[config.mk]
export PLATFORM = sky130hd
export DESIGN_NAME = dramc_top
export DESIGN_NICKNAME = d
export VERILOG_FILES = /design/src/rtl/dramc_pkg.sv /design/src/rtl/dramc_ref_timer.sv /design/src/rtl/dramc_seq.sv /design/src/rtl/dramc_pins.sv /design/src/rtl/dramc_top.sv
export SDC_FILE = /design/constraint.sdc
export NUM_CORES = 1
export LEC_CHECK = 0
export BUFFER_PORTS_ARGS = -buffer_cell sky130_fd_sc_hd__buf_2
export CORE_MARGIN = 5
export CORE_UTILIZATION = 50
export CTS_BUF_LIST = sky130_fd_sc_hd__clkbuf_8
export DETAILED_ROUTE_END_ITERATION = 8
export PLACE_DENSITY_LB_ADDON = 0.08
export SKIP_LAST_GASP = 1
export SLEW_MARGIN = 10
export SYNTH_ARGS = -nofsm -noshare
export SYNTH_HDL_FRONTEND = slang
export SYNTH_SLANG_ARGS = --single-unit
[constraint.sdc]
create_clock -name clk -period 4.25 [get_ports clk]
set_input_delay 0.425 -clock clk [delete_from_list [all_inputs] [get_ports clk]]
set_output_delay 0.425 -clock clk [all_outputs]
set_load 0.05 [all_outputs]
[src/rtl/dramc_pkg.sv]
package dramc_pkg;

    typedef enum logic [2:0] {
        PH_IDLE,
        PH_RSET,
        PH_RAS,
        PH_CSET,
        PH_CAS,
        PH_PRE
    } phase_e;

    typedef struct packed {
        logic write;
        logic refresh;
    } cmd_t;

    function automatic int max_of(input int a, input int b);
        return (a > b) ? a : b;
    endfunction

endpackage

[src/rtl/dramc_ref_timer.sv]
module dramc_ref_timer #(
    parameter int INTERVAL = 64,
    parameter int ROW_W    = 4
) (
    input  logic             clk,
    input  logic             rst,
    input  logic             ack,
    output logic             pending,
    output logic [ROW_W-1:0] row
);
    localparam int TW = $clog2(INTERVAL);

    logic [TW-1:0] tmr;
    logic          tick;

    assign tick = (tmr == TW'(INTERVAL - 1));

    always_ff @(posedge clk) begin
        if (rst) begin
            tmr     <= '0;
            pending <= 1'b0;
            row     <= '0;
        end else begin
            tmr <= tick ? '0 : tmr + 1'b1;
            if (tick)
                pending <= 1'b1;
            else if (ack)
                pending <= 1'b0;
            if (ack)
                row <= row + 1'b1;
        end
    end
endmodule

[src/rtl/dramc_seq.sv]
module dramc_seq
    import dramc_pkg::*;
#(
    parameter int ROW_W  = 4,
    parameter int COL_W  = 4,
    parameter int DATA_W = 8,
    parameter int HOLD   = 2,
    parameter int ACCESS = 2
) (
    input  logic              clk,
    input  logic              rst,
    input  logic              req_valid,
    input  logic              req_write,
    input  logic [ROW_W-1:0]  req_row,
    input  logic [COL_W-1:0]  req_col,
    input  logic [DATA_W-1:0] req_wdata,
    output logic              req_ready,
    input  logic              ref_pending,
    input  logic [ROW_W-1:0]  ref_row,
    output logic              ref_ack,
    input  logic [DATA_W-1:0] dq_in,
    output phase_e            phase,
    output cmd_t              cmd,
    output logic [ROW_W-1:0]  row_q,
    output logic [COL_W-1:0]  col_q,
    output logic [DATA_W-1:0] wdata_q,
    output logic [DATA_W-1:0] rd_q,
    output logic              done_q
);
    localparam int CW = $clog2(max_of(HOLD, ACCESS) + 1);

    logic [CW-1:0] cnt;
    logic          last;

    assign last      = (phase == PH_CAS) ? (cnt == CW'(ACCESS - 1))
                                         : (cnt == CW'(HOLD - 1));
    assign req_ready = (phase == PH_IDLE) && !ref_pending;
    assign ref_ack   = (phase == PH_IDLE) && ref_pending;

    always_ff @(posedge clk) begin
        if (rst) begin
            phase   <= PH_IDLE;
            cnt     <= '0;
            cmd     <= '0;
            row_q   <= '0;
            col_q   <= '0;
            wdata_q <= '0;
            rd_q    <= '0;
            done_q  <= 1'b0;
        end else begin
            done_q <= 1'b0;
            if (phase == PH_IDLE) begin
                cnt <= '0;
                if (ref_pending) begin
                    cmd   <= '{write: 1'b0, refresh: 1'b1};
                    row_q <= ref_row;
                    phase <= PH_RSET;
                end else if (req_valid) begin
                    cmd     <= '{write: req_write, refresh: 1'b0};
                    row_q   <= req_row;
                    col_q   <= req_col;
                    wdata_q <= req_wdata;
                    phase   <= PH_RSET;
                end
            end else if (!last) begin
                cnt <= cnt + 1'b1;
            end else begin
                cnt <= '0;
                unique case (phase)
                    PH_RSET: phase <= PH_RAS;
                    PH_RAS:  phase <= cmd.refresh ? PH_PRE : PH_CSET;
                    PH_CSET: phase <= PH_CAS;
                    PH_CAS: begin
                        phase  <= PH_PRE;
                        done_q <= 1'b1;
                        if (!cmd.write)
                            rd_q <= dq_in;
                    end
                    default: phase <= PH_IDLE;
                endcase
            end
        end
    end
endmodule

[src/rtl/dramc_pins.sv]
module dramc_pins
    import dramc_pkg::*;
#(
    parameter int ROW_W = 4,
    parameter int COL_W = 4,
    parameter int MA_W  = 4
) (
    input  phase_e            phase,
    input  cmd_t              cmd,
    input  logic [ROW_W-1:0]  row_q,
    input  logic [COL_W-1:0]  col_q,
    output logic [MA_W-1:0]   mem_addr,
    output logic              ras_n,
    output logic              cas_n,
    output logic              we_n,
    output logic              dq_oe
);
    logic col_phase;
    logic wr_drive;

    assign col_phase = (phase == PH_CSET) || (phase == PH_CAS);
    assign wr_drive  = col_phase && cmd.write && !cmd.refresh;

    always_comb begin
        mem_addr = col_phase ? MA_W'(col_q) : MA_W'(row_q);
        ras_n    = !((phase == PH_RAS) || col_phase);
        cas_n    = !(phase == PH_CAS);
        we_n     = !wr_drive;
        dq_oe    = wr_drive;
    end
endmodule

[src/rtl/dramc_top.sv]
module dramc_top
    import dramc_pkg::*;
#(
    parameter int ROW_W        = 4,
    parameter int COL_W        = 4,
    parameter int DATA_W       = 8,
    parameter int HOLD_CYC     = 2,
    parameter int ACCESS_CYC   = 2,
    parameter int REF_INTERVAL = 64,
    localparam int AW          = ROW_W + COL_W,
    localparam int MA_W        = max_of(ROW_W, COL_W)
) (
    input  logic              clk,
    input  logic              rst,
    input  logic              req_valid,
    input  logic              req_write,
    input  logic [AW-1:0]     req_addr,
    input  logic [DATA_W-1:0] req_wdata,
    output logic              req_ready,
    output logic [DATA_W-1:0] rd_data,
    output logic              done,
    output logic [MA_W-1:0]   mem_addr,
    output logic              mem_ras_n,
    output logic              mem_cas_n,
    output logic              mem_we_n,
    output logic [DATA_W-1:0] mem_dq_out,
    output logic              mem_dq_oe,
    input  logic [DATA_W-1:0] mem_dq_in
);
    phase_e            phase;
    cmd_t              cmd;
    logic [ROW_W-1:0]  row_q;
    logic [COL_W-1:0]  col_q;
    logic              ref_pending;
    logic              ref_ack;
    logic [ROW_W-1:0]  ref_row;

    dramc_ref_timer #(.INTERVAL(REF_INTERVAL), .ROW_W(ROW_W)) u_timer (
        .clk     (clk),
        .rst     (rst),
        .ack     (ref_ack),
        .pending (ref_pending),
        .row     (ref_row)
    );

    dramc_seq #(
        .ROW_W(ROW_W), .COL_W(COL_W), .DATA_W(DATA_W),
        .HOLD(HOLD_CYC), .ACCESS(ACCESS_CYC)
    ) u_seq (
        .clk         (clk),
        .rst         (rst),
        .req_valid   (req_valid),
        .req_write   (req_write),
        .req_row     (req_addr[AW-1:COL_W]),
        .req_col     (req_addr[COL_W-1:0]),
        .req_wdata   (req_wdata),
        .req_ready   (req_ready),
        .ref_pending (ref_pending),
        .ref_row     (ref_row),
        .ref_ack     (ref_ack),
        .dq_in       (mem_dq_in),
        .phase       (phase),
        .cmd         (cmd),
        .row_q       (row_q),
        .col_q       (col_q),
        .wdata_q     (mem_dq_out),
        .rd_q        (rd_data),
        .done_q      (done)
    );

    dramc_pins #(.ROW_W(ROW_W), .COL_W(COL_W), .MA_W(MA_W)) u_pins (
        .phase    (phase),
        .cmd      (cmd),
        .row_q    (row_q),
        .col_q    (col_q),
        .mem_addr (mem_addr),
        .ras_n    (mem_ras_n),
        .cas_n    (mem_cas_n),
        .we_n     (mem_we_n),
        .dq_oe    (mem_dq_oe)
    );
endmodule

==> impl_metrics.csv <==
group,metric,value,unit
sta,hold_viol,0,
clock_tree,cts_setup_buffers,0,
power,leakage,0.9870,nW
synthesis,synth_mux_area_frac,0.1568,
sta,maxSlewViolCount,0,
final_layout,final_cells,309,
synthesis,ys_types,37,
placement,dp_hpwl,2797,microns
routing,wl,3901,microns
routing,drt_first_iter_violations,70,
die,dieArea,0.005427,sq mm
setup_path,start_kind,"register",
synthesis,synth_top_area_frac,0.4247,
sta,rsz0062_at_grt,"no",
clock_tree,htreeDepth,2,
setup_path,slowest_delay,0.56,ns
setup_path,crit_required,3.83,ns
final_layout,antennaDiodeCount,0,
grt,antenna_found_initial,0,
power,p_per_area,380.7,mW/mm^2
synthesis,synth_edf_count,0,
synthesis,synth_area_leaders,"dfxtp_1, mux2i_1, nand2b_1",
setup_path,cpMaxStageDelayCell,"dfxtp_1",
grt,track_usage,0.1580,
power,peakVddDrop,0.0002836,V
grt,grt_start_max_net_pins,64,
synthesis,synth-seq-cells,43,
clock_tree,cts.clk_slew.worst_paths,0.08,ns
clock_tree,cts_hold_buf,0,
synthesis,synth_largest_area_cell,"dfxtp_1",
die,num_rows,23,
die,io_pins,54,
synthesis,synth_top_family_by_area,"simple AND/OR/NAND/NOR gates",
sta,timing.fmax,0.4082,GHz
clock_tree,clockBufferDepth,2,
routing,routedWlPerCell,12.62,microns
grt,grt_pass1_vias,1530,
synthesis,synth_compound_area_frac,0.05988,
grt,overflow,0,
die,chipWidth,73.67,microns
status,status,"finished, final reports clean",
placement,numPortBuffers,53,
clock_tree,cts_buffers,5,
final_layout,drive_gt1_frac,0.2664,
sta,fin_crit_sh,0.5765,
clock_tree,tritoncts,"yes",
run,cap_violations,0,
placement,dp_cells,302,
synthesis,yosys.area_share.simple,0.2759,
routing,antenna_left,0,
routing,route.vias.total,1576,
clock_tree,cts_root_buf,"clkbuf_8",
die,core_area,0.003971,sq mm
grt,grt_pass1_wl,6706,microns
setup_path,crit_type,"reg -> out",
min_path,hold_path.class,"in -> reg",
sta,worst-slew-pin-transition,0.8497,ns
die,die_y,73.67,microns
routing,drc,0,
synthesis,synth_xor_area_frac,0.01728,
synthesis,mappedNetlistNets,244,
synthesis,yosysWarnings,0,
synthesis,synthCells,213,
synthesis,ys_seq_area_frac,0.4247,
sta,skew,0.007061,ns
routing,viasPerCell,5.100,
synthesis,synth_fa_ha_area_frac,0.01852,
setup_path,crit_path_end_kind,"primary output",
synthesis,netlist_area,0.002027,sq mm
sta,relSlewSlack,0.4336,
die,start_util,0.5104,
sta,fin_crit,2.450,ns
synthesis,synth_flop_cell,"dfxtp_1",
clock_tree,clk_latency,0.29,ns
final_layout,nets,290,
setup_path,crit_fanout,11,
synthesis,syn_avg_cell_area,9.516,sq um
synthesis,async_reset_ff_frac,0,
setup_path,cp_cell_sequence,"nor3b_2 > a21o_1 > mux2_2 > buf_2",
final_layout,final_core_util,0.5958,
clock_tree,ctsResizeCount,0,
placement,gp_congestion,0.7935,
sta,fin_tns_setup,0,ns
setup_path,cp.arrival,2.03,ns
routing,drtPass1Iterations,5,
clock_tree,clock-sinks,43,
synthesis,ys_top_cells_by_count,"dfxtp_1, nand2b_1, mux2i_1, nor2_1",
final_layout,area_growth_syn_to_layout,16.73,%
sta,finalSetupViolCount,0,
synthesis,synth_most_common_cell,"dfxtp_1",
metrics by stage:
step | hold WS (ns) | area (sq um) | setup WS (ns) | total power [W]
2_1_floorplan | 0.4053 | 2027 | 1.972 | 0.0006178
3_3_place_gp | 0.4190 | 2278 | 2.169 | 0.0006565
3_5_place_dp | 0.4204 | 2278 | 2.107 | 0.0006580
4_1_cts | 0.3754 | 2366 | 1.779 | 0.0009167
5_1_grt | 0.3829 | 2366 | 1.652 | 0.0009551
6_report | 0.3847 | 2366 | 1.800 | 0.0009007
kinds of logic after synthesis:
kind of cell    Yosys count
simple gates             92
flops                    43
mux                      31
compound gates           21
buf+inv                  19
xor+xnor                  4
fa+ha+maj                 3
path summary, 6_finish.rpt:
kind,cells past startpoint,end,from,slack (ns)
setup reg to reg,3,u_seq.wdata_q[2]$_SDFFE_PP0P_,u_timer.pending$_SDFFE_PP0P_,2.38
setup / recovery,4,mem_addr[3],u_seq.phase[2]$_SDFFE_PP0P_,1.80
hold / removal,3,u_seq.rd_q[0]$_SDFFE_PP0P_,mem_dq_in[0],0.38
hold reg to reg,1,u_seq.cnt[0]$_SDFF_PP0_,u_seq.cnt[0]$_SDFF_PP0_,0.43
per-layer routing:
layer	vias up	share of wire	global-route usage
met5	-	0	0
met4	0	0.012	0.04225
met3	5	0.071	0.04651
met2	40	0.47	0.2638
met1	721	0.44	0.1978
li1	810	-	-
final cells by class:
type | count | area [sq um]
fill | 393 | 1605
multi-input combinational | 151 | 1071
sequential | 43 | 860.8
timing repair buffer | 53 | 265.3
clock buffer | 6 | 82.58
tap | 50 | 62.56
inverter | 5 | 18.77
clock inverter | 1 | 5.005
report_power, final:
part / internal, W / switching (W) / total [W] / leakage [nW]
Clock: 0.000127 / 0.000127 / 0.000254 / 0.0470
Sequential: 0.000429 / 0.0000249 / 0.000454 / 0.350
Combinational: 0.0000671 / 0.000126 / 0.000193 / 0.590
Total: 0.000623 / 0.000277 / 0.000901 / 0.987
registers in the layout, summed over array words and instances, names as in the netlist:
name / flops
u_timer.tmr: 6
u_seq.phase: 3
u_timer.row: 4
u_seq.row_q: 4
u_timer.pending: 1
u_seq.wdata_q: 8
u_seq.cnt: 2
u_seq.col_q: 4
u_seq.done_q: 1
u_seq.cmd: 2
u_seq.rd_q: 8
critical path: cells and delay by family, from the launching register on:
family | cells | cell delay, ns
AO/OA/AOI/OAI | 1 | 0.27
multiplexers | 1 | 0.36
buffers and inverters | 1 | 0.21
flip-flops | 1 | 0.56
AND/OR/NAND/NOR | 1 | 0.33
cell usage in the layout, fill, tap and decap left out, types with 3 or more instances in the layout:
master    synthesis  final
a21oi_1           8      8
buf_2             4     53
clkbuf_8          0      6
dfxtp_1          43     43
ha_1              3      3
inv_1             4      4
mux2_2            4      4
mux2i_1          25     25
nand2_1           7      7
nand2b_1         40     40
nand3_1           4      4
nor2_1           15     15
nor2b_1           3      3
nor3_1            3      3
o21ai_0           8      8
or3_1             7      7
Power figures use the tool's default switching activity.
